### config.mk
export PLATFORM = sky130hd
export DESIGN_NAME = pwrseq_ctrl
export DESIGN_NICKNAME = d
export VERILOG_FILES = /design/src/rtl/pwrseq_pkg.sv /design/src/rtl/pwrseq_rst_sync.sv /design/src/rtl/pwrseq_slotmap.sv /design/src/rtl/pwrseq_tick.sv /design/src/rtl/pwrseq_ctrl.sv
export SDC_FILE = /design/constraint.sdc
export NUM_CORES = 1
export LEC_CHECK = 0
export CORE_ASPECT_RATIO = 0.8
export CORE_UTILIZATION = 40
export CTS_CLUSTER_DIAMETER = 100
export DETAILED_ROUTE_END_ITERATION = 8
export PLACE_DENSITY = 0.76
export SLEW_MARGIN = 10
export SYNTH_ARGS = -nofsm -noshare
export SYNTH_HDL_FRONTEND = slang
export SYNTH_HIERARCHICAL = 1
export SYNTH_SLANG_ARGS = --single-unit
### constraint.sdc
create_clock -name clk -period 0.8 [get_ports clk]
set_input_delay 0.16 -clock clk [delete_from_list [all_inputs] [get_ports clk]]
set_output_delay 0.16 -clock clk [all_outputs]
set_load 0.01 [all_outputs]
### src/rtl/pwrseq_pkg.sv
package pwrseq_pkg;
  localparam int NCH    = 3;
  localparam int NSLOT  = 3;
  localparam int SLOT_W = 2;

  typedef enum logic [2:0] {
    ST_OFF    = 3'd0,
    ST_UPDLY  = 3'd1,
    ST_UPWAIT = 3'd2,
    ST_ON     = 3'd3,
    ST_DN     = 3'd4
  } seq_st_e;
endpackage

### src/rtl/pwrseq_rst_sync.sv
module pwrseq_rst_sync (
  input  logic clk,
  input  logic rst_n_in,
  output logic rst_n_out
);
  logic [1:0] sync_q;

  always_ff @(posedge clk or negedge rst_n_in) begin
    if (!rst_n_in) sync_q <= 2'b00;
    else           sync_q <= {sync_q[0], 1'b1};
  end

  assign rst_n_out = sync_q[1];
endmodule

### src/rtl/pwrseq_slotmap.sv
module pwrseq_slotmap
  import pwrseq_pkg::*;
(
  input  logic [SLOT_W*NCH-1:0]  cfg_slot,
  output logic [NSLOT*NCH-1:0]   slot_mask,
  output logic [NSLOT-1:0]       slot_empty
);
  logic [SLOT_W-1:0] pos_cl [NCH];

  for (genvar c = 0; c < NCH; c++) begin : g_ch
    // codes above the last position alias onto it
    assign pos_cl[c] = (cfg_slot[c*SLOT_W +: SLOT_W] > SLOT_W'(NSLOT-1)) ?
                       SLOT_W'(NSLOT-1) : cfg_slot[c*SLOT_W +: SLOT_W];
  end

  for (genvar s = 0; s < NSLOT; s++) begin : g_slot
    for (genvar c = 0; c < NCH; c++) begin : g_bit
      assign slot_mask[s*NCH + c] = (pos_cl[c] == SLOT_W'(s));
    end
    assign slot_empty[s] = ~|slot_mask[s*NCH +: NCH];
  end
endmodule

### src/rtl/pwrseq_tick.sv
module pwrseq_tick #(
  parameter int PRESCALE = 8,
  parameter int CNT_W    = 8
) (
  input  logic             clk,
  input  logic             rst_n,
  input  logic             clr,
  output logic [CNT_W-1:0] cnt
);
  localparam int PW = (PRESCALE > 1) ? $clog2(PRESCALE) : 1;

  logic [PW-1:0]    pcnt_q, pcnt_d;
  logic [CNT_W-1:0] cnt_q, cnt_d;

  always_comb begin
    pcnt_d = pcnt_q;
    cnt_d  = cnt_q;
    if (clr) begin
      pcnt_d = '0;
      cnt_d  = '0;
    end else if (pcnt_q == PW'(PRESCALE-1)) begin
      pcnt_d = '0;
      if (cnt_q != '1) cnt_d = cnt_q + CNT_W'(1);
    end else begin
      pcnt_d = pcnt_q + PW'(1);
    end
  end

  always_ff @(posedge clk or negedge rst_n) begin
    if (!rst_n) begin
      pcnt_q <= '0;
      cnt_q  <= '0;
    end else begin
      pcnt_q <= pcnt_d;
      cnt_q  <= cnt_d;
    end
  end

  assign cnt = cnt_q;
endmodule

### src/rtl/pwrseq_ctrl.sv
module pwrseq_ctrl
  import pwrseq_pkg::*;
#(
  parameter int PRESCALE = 8,
  parameter int DLY_W    = 4,
  parameter int TO_W     = 8
) (
  input  logic                    clk,
  input  logic                    rst_n,
  input  logic                    sys_en,
  input  logic [NCH-1:0]          cmd_on,
  input  logic [NCH-1:0]          cmd_off,
  input  logic                    fault_req,
  input  logic [NCH-1:0]          pg,
  input  logic [SLOT_W*NCH-1:0]   cfg_slot,
  input  logic [DLY_W*NSLOT-1:0]  cfg_dly,
  input  logic [TO_W-1:0]         cfg_timeout,
  input  logic                    cfg_flt_seq,
  output logic [NCH-1:0]          ch_en,
  output logic [2:0]              stat_state,
  output logic [SLOT_W-1:0]       stat_slot,
  output logic                    stat_fail,
  output logic                    stat_trip
);
  localparam int CNT_W = (DLY_W > TO_W) ? DLY_W : TO_W;

  logic                  rst_n_s;
  logic [NSLOT*NCH-1:0]  slot_mask;
  logic [NSLOT-1:0]      slot_empty;
  logic [CNT_W-1:0]      tcnt;

  seq_st_e           st_q, st_d;
  logic [SLOT_W-1:0] slot_q, slot_d;
  logic [NCH-1:0]    en_q, en_d;
  logic              fail_q, fail_d, trip_q, trip_d;
  logic              adv;

  logic [NCH-1:0]    cur_mask;
  logic [DLY_W-1:0]  cur_dly;
  logic              cur_empty, dly_hit, to_hit, all_good, top, bot, abort, cut;
  logic [NCH-1:0]    cmd_next;

  pwrseq_rst_sync u_rst (.clk(clk), .rst_n_in(rst_n), .rst_n_out(rst_n_s));

  pwrseq_slotmap u_map (.cfg_slot(cfg_slot), .slot_mask(slot_mask), .slot_empty(slot_empty));

  pwrseq_tick #(.PRESCALE(PRESCALE), .CNT_W(CNT_W)) u_tick (
    .clk(clk), .rst_n(rst_n_s),
    .clr(adv || st_q == ST_OFF || st_q == ST_ON),
    .cnt(tcnt)
  );

  assign cur_mask  = slot_mask[slot_q*NCH +: NCH];
  assign cur_empty = slot_empty[slot_q];
  assign cur_dly   = cfg_dly[slot_q*DLY_W +: DLY_W];
  assign dly_hit   = (tcnt == CNT_W'(cur_dly));
  assign to_hit    = (tcnt == CNT_W'(cfg_timeout));
  assign all_good  = ((pg & cur_mask) == cur_mask);
  assign top       = (slot_q == SLOT_W'(NSLOT-1));
  assign bot       = (slot_q == '0);
  assign abort     = fault_req || !sys_en;
  assign cut       = fault_req && !cfg_flt_seq;
  assign cmd_next  = (en_q | cmd_on) & ~cmd_off;

  always_comb begin
    st_d   = st_q;
    slot_d = slot_q;
    en_d   = en_q;
    fail_d = fail_q;
    trip_d = trip_q;
    adv    = 1'b0;
    unique case (st_q)
      ST_OFF: begin
        if (fault_req) begin
          en_d = '0;
        end else if (sys_en && !fail_q && !trip_q) begin
          st_d   = ST_UPDLY;
          slot_d = '0;
          adv    = 1'b1;
        end else begin
          if (!sys_en) begin
            fail_d = 1'b0;
            trip_d = 1'b0;
          end
          if (!fail_q && !trip_q) en_d = cmd_next;
        end
      end
      ST_UPDLY: begin
        if (abort) begin
          adv = 1'b1;
          if (fault_req) trip_d = 1'b1;
          if (cut || bot) begin
            en_d = '0;
            st_d = ST_OFF;
          end else begin
            st_d   = ST_DN;
            slot_d = slot_q - SLOT_W'(1);
          end
        end else if (cur_empty) begin
          adv = 1'b1;
          if (top) st_d = ST_ON;
          else     slot_d = slot_q + SLOT_W'(1);
        end else if (dly_hit) begin
          adv  = 1'b1;
          en_d = en_q | cur_mask;
          st_d = ST_UPWAIT;
        end
      end
      ST_UPWAIT: begin
        if (abort) begin
          adv = 1'b1;
          if (fault_req) trip_d = 1'b1;
          if (cut) begin
            en_d = '0;
            st_d = ST_OFF;
          end else begin
            st_d = ST_DN;
          end
        end else if (all_good) begin
          adv = 1'b1;
          if (top) begin
            st_d = ST_ON;
          end else begin
            st_d   = ST_UPDLY;
            slot_d = slot_q + SLOT_W'(1);
          end
        end else if (to_hit) begin
          adv    = 1'b1;
          fail_d = 1'b1;
          st_d   = ST_DN;
        end
      end
      ST_ON: begin
        if (abort) begin
          adv = 1'b1;
          if (fault_req) trip_d = 1'b1;
          if (cut) begin
            en_d = '0;
            st_d = ST_OFF;
          end else begin
            st_d   = ST_DN;
            slot_d = SLOT_W'(NSLOT-1);
          end
        end else begin
          en_d = cmd_next;
        end
      end
      ST_DN: begin
        if (fault_req) trip_d = 1'b1;
        if (cut) begin
          adv  = 1'b1;
          en_d = '0;
          st_d = ST_OFF;
        end else if (cur_empty || dly_hit) begin
          adv = 1'b1;
          if (!cur_empty) en_d = en_q & ~cur_mask;
          if (bot) st_d = ST_OFF;
          else     slot_d = slot_q - SLOT_W'(1);
        end
      end
      default: st_d = ST_OFF;
    endcase
  end

  always_ff @(posedge clk or negedge rst_n_s) begin
    if (!rst_n_s) begin
      st_q   <= ST_OFF;
      slot_q <= '0;
      en_q   <= '0;
      fail_q <= 1'b0;
      trip_q <= 1'b0;
    end else begin
      st_q   <= st_d;
      slot_q <= slot_d;
      en_q   <= en_d;
      fail_q <= fail_d;
      trip_q <= trip_d;
    end
  end

  assign ch_en      = en_q;
  assign stat_state = st_q;
  assign stat_slot  = slot_q;
  assign stat_fail  = fail_q;
  assign stat_trip  = trip_q;
endmodule

# == Word-level counts from Yosys, hierarchy flattened ==
# Cells that the tools add are included.
# totals
ff_bits,23
in_bits,40
out_inout_bits,10
wordCells,183
# op_classes
n_addsub,4
mul,1
magnitude_cmp,4
eq_ne,44
shift,2
muxes,77
n_bitwise,7
reduce_logical,36
# op_table
op,count
$mux W3,30
$mux W2,17
$pmux W3 S5,2
$ne A3 B3 Y1 const B,9
$ne A2 B2 Y1 const B,13
$mux W8,3
$mux W1,20
$ne A4 B4 Y1 const B,3
$reduce_and A12 Y1,1
$reduce_or A3 Y1,4
$shiftx A12 B5 Y4,1
$pmux W2 S5,1
$and A3 B3 Y3,3
$reduce_and A9 Y1,1
$shiftx A9 B5 Y3,1
$add A8 B1 Y8 const B,1
$eq A2 B2 Y1 const B,4
$eq A8 B4 Y1,1
$eq A8 B8 Y1,1
$logic_not A2 Y1,4
$ne A8 B8 Y1 const B,1
$reduce_and A8 Y1,1
$logic_not A1 Y1,7
$reduce_and A7 Y1,1
other kinds (27),45

# == Longest topological paths before layout ==
# Gate-level depths: netlist of run 1.
# depth
depth_word,15
mapped_depth,12
ltp_nobuf,10

# == Modules after synthesis ==
# Netlist of run 1, hierarchy kept.
# by_module_without_submodules
module,n_inst,cells_each,area_each_um2,seq_area_each_um2
pwrseq_ctrl,1,192,1446.4,250.2
pwrseq_tick,1,54,588.1,275.3
pwrseq_slotmap,1,12,66.3,0.0
pwrseq_rst_sync,1,3,53.8,50.0

# == Least setup slack after synthesis of run 1 ==
# No wires, ideal clock.
# synth_timing
kind,flip-flop to flip-flop
startpoint,"register slot_q[1], in the netlist stat_slot[1]"
endpoint,"register u_tick.cnt_q[0], in the netlist u_tick/cnt[0]"
setup_time_ns,0.125
arrival_ns,2.523
t_required_ns,0.675
path_slack_ns,-1.848
stages_incl_launch_ff,13
path_buffers,3
synth_period_minus_slack_ns,2.648
path_cell_list,dfrtp_1 > buf_6 > buf_12 > mux2i_1 > nor3b_1 > o41ai_2 > nor4_4 > nor2_1 > a31oi_1 > or2_1 > clkbuf_1 > nor2_1 > mux2_4
# synth_between
elab_chain_cells,11
word_cells_on_any_way,23
cone_classes,mul (1); eq/ne (2); shift (2); mux (11); bitwise (1); reduce/logical (6)
# synth_rtl
item,line,source
"start, declared",pwrseq_ctrl.sv:33,"logic [SLOT_W-1:0] slot_q, slot_d;"
"start signal, assigned",pwrseq_ctrl.sv:174,slot_q <= slot_d;
$mul A2 B2 Y4,pwrseq_ctrl.sv:53,assign cur_mask = slot_mask[slot_q*NCH +: NCH];
$shiftx A9 B5 Y3,pwrseq_ctrl.sv:53,
$and A3 B3 Y3,pwrseq_ctrl.sv:58,assign all_good = ((pg & cur_mask) == cur_mask);
$eq A3 B3 Y1,pwrseq_ctrl.sv:58,
$mux W1,pwrseq_ctrl.sv:119,end else if (all_good) begin
$mux W1,pwrseq_ctrl.sv:110,if (abort) begin
$pmux W1 S5 *,pwrseq_ctrl.sv:72,unique case (st_q)
$logic_or A1 B1 Y1 * (2 in series),pwrseq_ctrl.sv:49,".clr(adv || st_q == ST_OFF || st_q == ST_ON),"
$reduce_bool A2 Y1 (no source line),--,
$reduce_and A2 Y1 (no source line),--,
"end signal, assigned",pwrseq_tick.sv:35,cnt_q <= cnt_d;
"end, declared",pwrseq_tick.sv:13,"logic [CNT_W-1:0] cnt_q, cnt_d;"
# Every way passes the cells marked *; elsewhere a longest branch is shown, timed or not. The select of a mux whose other input is x is not followed.
# A chain may end at the register's enable or synchronous reset.

# == Worst setup path after layout of run 1 ==
# layout_timing
startpoint,"register slot_q[1], in the netlist stat_slot[1]"
endpoint,"register slot_q[1], in the netlist stat_slot[1]"
# layout_between
elab_chain_cells,6
word_cells_on_any_way,30
cone_classes,add/sub (2); mul (1); eq/ne (8); shift (2); mux (12); bitwise (1); reduce/logical (4)
# layout_rtl
item,line
$mul A2 B2 Y4,pwrseq_ctrl.sv:53
$shiftx A9 B5 Y3,pwrseq_ctrl.sv:53
$and A3 B3 Y3,pwrseq_ctrl.sv:58
$eq A3 B3 Y1,pwrseq_ctrl.sv:58
$ne A2 B2 Y1 (no source line),--
$reduce_and A12 Y1 (no source line),--
# Parallel ways exist; a longest one is shown, timed or not. The select of a mux whose other input is x is not followed.

==> reports/metrics.yaml, run 1 <==
layout:
  syn2layout_area_growth_pct: 67.8
  layout_common_cells: "buf_4, clkdlybuf4s50_1, nor2_1, buf_6, dfrtp_1"
  finish.utilization_pct: 71.0
  drive_above_1_share_pct: 40.5
  nets: 435
  final_common_cell: "buf_4"
  antenna_cells: 0
  final_area_mm2: 0.00361
drt:
  wl_per_cell_um: 15.7
  via_count: 2547
  drc: 2
  drt_iter0_markers: 200
  postRouteAntennaNets: 0
  viasPerCell: 5.66
  drtPass1Iterations: 7
  wl_um: 7080
run:
  drv_cap: 0
critical_path:
  path_cells: "buf_4 > buf_6 > mux2i_2 > o21ai_2 > a22o_1 > or3_4 > a221oi_2 > o31ai_2 > mux2_1"
  reg2reg_slack_ns: -1.63
  cp.required_ns: 0.95
  end_kind: "flip-flop"
  slowest_delay_ns: 0.47
  startpoint_type: "flip-flop"
  rr_startpoint: "stat_slot[1]"
  crit_buf_inv: 2
  cp_top_family: "compound AO/OA/AOI/OAI gates"
  worstSetupPathType: "flip-flop to flip-flop"
  worstSetupPathDepth: 9
  worstRegToRegCells: 9
  crit_path_max_fanout: 8
  arrival_ns: 2.58
  r2r-end: "stat_slot[1]"
  crit_path_top_delay_cell: "dfrtp_2"
clock_tree:
  htree_levels: 1
  clkTransAtPathRegs_ns: 0.09
  clkSinkCount: 23
  cts_buffer_depth: 2
  cts_tree: "built"
  clk_latency_ns: 0.26
  cts_buffers: 3
  cts_root_buf: "clkbuf_8"
sta:
  finalSetupViolCount: 31
  hold_viol_final: 0
  finalCritPeriodShare_pct: 303
  fin_crit_ns: 2.43
  clock_skew_ns: 0.00136
  rsz0062_at_grt: "true"
  max_freq_mhz: 412
  fin_ws_ns: -1.63
  slew_viol_final: 0
global_routing:
  grt.total_usage_pct: 24.9
  antenna_found_initial: 0
  grt_max_degree: 22
  gr-total-overflow: 0
  grt_pass1_wl_um: 11200
  grt_pass1_vias: 2386
yosys:
  synth.distinct_cells: 65
  synth_enable_flop_cells: 0
  ys_warn_count: 6
  syn_nets: 307
  ys_ff_latch: 23
  syn_inst: 261
  synth_ff_type: "dfrtp_1"
  async_flop_share_pct: 100
  ys_seq_area_share_pct: 26.7
  syn_avg_cell_area_um2: 8.26
  netlist_area_mm2: 0.00215
die:
  die_h_um: 67.6
  core-area_mm2: 0.00509
  pin_count: 50
  start_util_pct: 42.3
  dieWidth_um: 84.1
  dieArea_mm2: 0.00569
  placementRows: 23
place:
  hpwl_um: 5170
  place_congestion: 0.970
  io_buffer_count: 49
  place_area_mm2: 0.00321
power:
  powerDensity_mw_per_mm2: 2730
  leakagePower_nw: 1.61
  ir_drop_v: 0.00176
status:
  outcome: "complete, but fails checks"
  violations: "DRC, setup timing"
hold_path:
  holdCritPathClass: "primary input to asynchronous set/reset pin"
==> flip-flops by register name, indices dropped and copies added (netlist names) <==
| register | count |
|---|---|
| ch_en | 3 |
| stat_fail | 1 |
| stat_slot | 2 |
| stat_state | 3 |
| stat_trip | 1 |
| u_rst/sync_q | 2 |
| u_tick/cnt | 8 |
| u_tick/pcnt_q | 3 |
==> report_power, final <==
group | switching [mW] | internal [mW]
Combinational | 3.53 | 3.94
Sequential | 0.262 | 1.41
Clock | 0.396 | 0.348
Total | 4.18 | 5.70
==> worst reg2reg max path: stages, from the launching register on <==
cell      delay, ns
dfrtp_2        0.47
buf_4          0.16
buf_6          0.13
mux2i_2        0.19
o21ai_2        0.08
a22o_1         0.24
or3_4          0.35
a221oi_2       0.25
o31ai_2        0.13
mux2_1         0.32
==> final cells by class <==
| type | instances | area [um2] |
|---|---|---|
| inverters | 10 | 37.5 |
| clock inverters | 1 | 5.00 |
| clock buffers | 3 | 41.3 |
| repair buffers | 139 | 1240 |
| flip-flops and latches | 23 | 579 |
| well taps | 62 | 77.6 |
| multi-input cells | 212 | 1640 |
| fillers | 397 | 1480 |
==> cell usage after synthesis, drive strengths merged, types with 2 or more instances <==
cell	instances	share of area, %
nor2	25	4.4
dfrtp	23	27
nand2	21	3.8
o21ai	18	4.4
a21oi	14	3.3
nor2b	12	3.5
a211oi	11	4.1
clkbuf	11	1.9
mux2i	11	5.1
nor3	11	3.0
xor2	11	4.5
inv	9	1.6
ha	6	3.5
a31oi	5	1.5
and4	5	2.1
buf	5	2.1
nand2b	5	1.5
o211ai	5	1.7
nand3b	4	1.4
nor4	4	2.6
and3	3	0.93
mux2	3	1.7
nand3	3	0.70
o2bb2ai	3	1.2
o31ai	3	1.3
or2	3	0.87
a21boi	2	0.87
a221oi	2	1.1
nor3b	2	0.93
o22ai	2	0.58
o41ai	2	1.2
or3	2	0.81
==> per-layer routing <==
layer | global-route usage [%] | part of all wire (%) | vias up | wire (um)
li1 | - | - | 1200 | -
met1 | 34.2 | 45 | 1197 | 3160
met2 | 42.5 | 46 | 131 | 3270
met3 | 4.03 | 7.4 | 19 | 521
met4 | 3.45 | 1.8 | 0 | 129
met5 | 0 | 0 | - | 0
==> logic make-up after synthesis <==
group	Yosys count	synth area share, %
muxes	14	6.85
DFF	23	26.7
adders and majority gates	6	3.48
AOI/OAI and AO/OA	75	24.3
other	1	0.174
xor gates and xnor gates	12	4.88
buffers and inverters	26	5.81
and+or+nand+nor	104	27.8
==> timing repair <==
action	CTS	global route
gates resized for setup	83	19
pin swaps	7	13
setup endpoints to repair	31	31
hold buffers	0	0
cloned	0	0
buffers inserted	8	9
==> worst max path at each step <==
stage,slack (ns),end,start
finish,-1.63,stat_slot[1],stat_slot[1]
global route,-1.71,u_tick/cnt[0],stat_slot[1]
CTS,-1.54,u_tick/cnt[1],stat_slot[1]
detailed placement,-1.74,u_tick/cnt[1],cfg_dly[5]
global placement,-1.66,u_tick/cnt[1],cfg_dly[5]
floorplan,-1.67,u_tick/cnt[0],stat_slot[1]
==> through the flow <==
step	worst slack [ns]	total power [mW]	hold WS [ns]	instances	TNS [ns]
2_1_floorplan	-1.67	4.99	-0.136	261	-28.16
3_3_place_gp	-1.66	7.26	0.201	429	-34.84
3_5_place_dp	-1.74	7.35	0.207	429	-36.08
4_1_cts	-1.54	9.08	0.0389	441	-31.68
5_1_grt	-1.71	10.5	0.0395	450	-35.84
6_report	-1.63	9.88	0.0398	450	-33.53
(Power assumes the default switching activity.)
==> run 2: changes to the inputs <==
Settings changed: CORE_UTILIZATION 40 to 45, PLACE_DENSITY 0.76 to 0.83, REMOVE_ABC_BUFFERS from default to 1.
==> run 2 against run 1 <==
  * The flow finishes with violations (setup timing)
  * Sequential power about the same
  * Via count up 9.8%
  * Utilization is 9.1 points higher
  * Combinational power rose by 6.8%
  * Worst setup slack got worse by 0.18 ns
  * Flip-flop and latch count stayed put
  * Routed wire length up 34%
  * Largest cell class unchanged
  * Largest power group unchanged
==> reports/metrics.yaml, run 2 (same netlist as run 1, synthesis figures left out) <==
status:
  outcome: "complete, but fails checks"  # unchanged
  violations: "setup timing"  # was DRC, setup timing
global_routing:
  grt_pass1_wl_um: 13000  # was 11200 um
  grt_max_degree: 22  # unchanged
  grt.total_usage_pct: 33.6  # was 24.9%
  gr-total-overflow: 0  # unchanged
  antenna_found_initial: 0  # unchanged
  grt_pass1_vias: 2717  # was 2386
layout:
  regArea_um2: 581  # was 579 um2
  final_common_cell: "buf_4"  # unchanged
  syn2layout_area_growth_pct: 70.7  # was 67.8%
  finish.utilization_pct: 80.0  # was 71.0%
  layout_common_cells: "buf_4, clkdlybuf4s50_1, nor2_1"  # was buf_4, clkdlybuf4s50_1, nor2_1, buf_6, dfrtp_1
  largest_reg_flops: 8  # unchanged
  nets: 436  # was 435
  fillers: 279  # was 397
  antenna_cells: 0  # unchanged
  drive_above_1_share_pct: 42.9  # was 40.5%
  multi_input_area_mm2: 0.00171  # was 0.00164 mm2
drt:
  drt_iter0_markers: 323  # was 200
  viasPerCell: 6.23  # was 5.66
  wl_um: 9460  # was 7080 um
  postRouteAntennaNets: 0  # unchanged
  drc: 0  # was 2
  drtPass1Iterations: 5  # was 7
  wl_per_cell_um: 21.1  # was 15.7 um
  via_count: 2797  # was 2547
critical_path:
  crit_path_max_fanout: 7  # was 8
  slowest_delay_ns: 0.45  # was 0.47 ns
  path_cells: "mux2i_2 > nor3b_4 > o41ai_4 > nor4_4 > o31ai_2 > a21oi_1 > or2_4 > buf_6 > nor2b_1 > mux2_4"  # was buf_4 > buf_6 > mux2i_2 > o21ai_2 > a22o_1 > or3_4 > a221oi_2 > o31ai_2 > mux2_1
  worstSetupPathType: "flip-flop to flip-flop"  # unchanged
  worstSetupPathDepth: 10  # was 9
  crit_path_top_delay_cell: "dfrtp_2"  # unchanged
  crit_buf_inv: 1  # was 2
  worstRegToRegCells: 10  # was 9
  cp_top_family: "simple AND/OR/NAND/NOR gates"  # was compound AO/OA/AOI/OAI gates
  end_kind: "flip-flop"  # unchanged
  arrival_ns: 2.77  # was 2.58 ns
  startpoint_type: "flip-flop"  # unchanged
  cp.required_ns: 0.97  # was 0.95 ns
sta:
  slew_headroom_pct: 62.8
  fin_tns_setup_ns: -36.38  # was -33.53 ns
  rsz0062_at_grt: "true"  # unchanged
  fin_crit_ns: 2.60  # was 2.43 ns
  finalSetupViolCount: 31  # unchanged
  fin_ws_ns: -1.80  # was -1.63 ns
  max_freq_mhz: 385  # was 412 MHz
  worstMarginPinSlew_ns: 0.556
  finalCritPeriodShare_pct: 325  # was 303%
  slew_viol_final: 0  # unchanged
  clock_skew_ns: 0.00335  # was 0.00136 ns
  hold_viol_final: 0  # unchanged
clock_tree:
  cts_buffers: 3  # unchanged
  htree_levels: 1  # unchanged
  clkSinkCount: 23  # unchanged
  clkTransAtPathRegs_ns: 0.09  # about the same
  cts_hold_buf: 0  # unchanged
  cts_tree: "built"  # unchanged
  cts_buffer_depth: 2  # unchanged
  clk_latency_ns: 0.28  # was 0.26 ns
  cts_root_buf: "clkbuf_8"  # unchanged
power:
  leakagePower_nw: 1.65  # was 1.61 nW
  powerDensity_mw_per_mm2: 2850  # was 2730 mW/mm2
  ir_drop_v: 0.00212  # was 0.00176 V
die:
  pin_count: 50  # unchanged
  dieArea_mm2: 0.00507  # was 0.00569 mm2
  start_util_pct: 46.9  # was 42.3%
  dieWidth_um: 79.4  # was 84.1 um
  core-area_mm2: 0.00460  # was 0.00509 mm2
  die_h_um: 63.9  # was 67.6 um
  placementRows: 22  # was 23
place:
  hpwl_um: 5580  # was 5170 um
  io_buffer_count: 49  # unchanged
  place_congestion: 0.936  # was 0.970
run:
  drv_cap: 0  # unchanged
hold_path:
  holdCritPathClass: "primary input to asynchronous set/reset pin"  # unchanged
==> run 2: cell type report <==
| cell class | instances | area share (%) |
|---|---|---|
| clock inverters | 1 | 0.136 |
| flip-flops and latches | 23 | 15.8 |
| repair buffers | 140 | 33.4 |
| clock buffers | 3 | 1.12 |
| multi-input cells | 212 | 46.5 |
| well taps | 60 | 2.04 |
| inverters | 10 | 1.02 |
==> run 2: path summary, 6_finish.rpt <==
check                                      from              end  slack, ns
worst max-delay path               stat_slot[1]    u_tick/cnt[0]      -1.80
max in group asynchronous       u_rst/sync_q[1]    stat_state[2]       0.42
min in group clk                u_rst/sync_q[0]  u_rst/sync_q[1]       0.37
worst min-delay path                      rst_n  u_rst/sync_q[0]       0.03
worst min register to register  u_rst/sync_q[1]     stat_slot[1]       0.22
worst max register to register     stat_slot[1]    u_tick/cnt[0]      -1.80
==> run 2: layer usage <==
| layer | global-route usage, % | part of all wire (%) | vias up |
|---|---|---|---|
| li1 | - | - | 1212 |
| met1 | 38.8 | 38 | 1294 |
| met2 | 57.7 | 47 | 227 |
| met3 | 8.00 | 8.7 | 64 |
| met4 | 17.0 | 6.3 | 0 |
| met5 | 0 | 0 | - |
==> run 2: worst register-to-register path, stage by stage (launching register included) <==
cell,delay (ns)
dfrtp_2,0.45
mux2i_2,0.29
nor3b_4,0.27
o41ai_4,0.13
nor4_4,0.43
o31ai_2,0.12
a21oi_1,0.20
or2_4,0.19
buf_6,0.12
nor2b_1,0.05
mux2_4,0.26
==> run 2: report_power, final <==
part           total (mW)  internal [mW]  switching, mW
Clock               0.809          0.350          0.458
Sequential           1.68           1.41          0.270
Combinational        7.98           3.97           4.01
==> run 2: stage by stage <==
| stage | power [mW] | instance area, um2 | worst slack, ns | instances | hold slack (ns) |
|---|---|---|---|---|---|
| after floorplan | 4.59 | 2070 | -1.90 | 245 | -0.136 |
| after global placement | 7.13 | 3240 | -1.71 | 433 | 0.203 |
| after detailed placement | 7.33 | 3240 | -1.76 | 433 | 0.222 |
| after CTS | 9.01 | 3500 | -1.59 | 446 | 0.0354 |
| after global routing | 10.9 | 3680 | -1.87 | 449 | 0.0305 |
| final | 10.5 | 3680 | -1.80 | 449 | 0.0260 |
==> run 2: what timing repair did <==
action,4_1_cts,5_1_grt
setup buffers,11,9
pin swaps,14,15
setup endpoints to repair,31,31
endpoints found under the hold margin,0,0
resized for setup,83,40
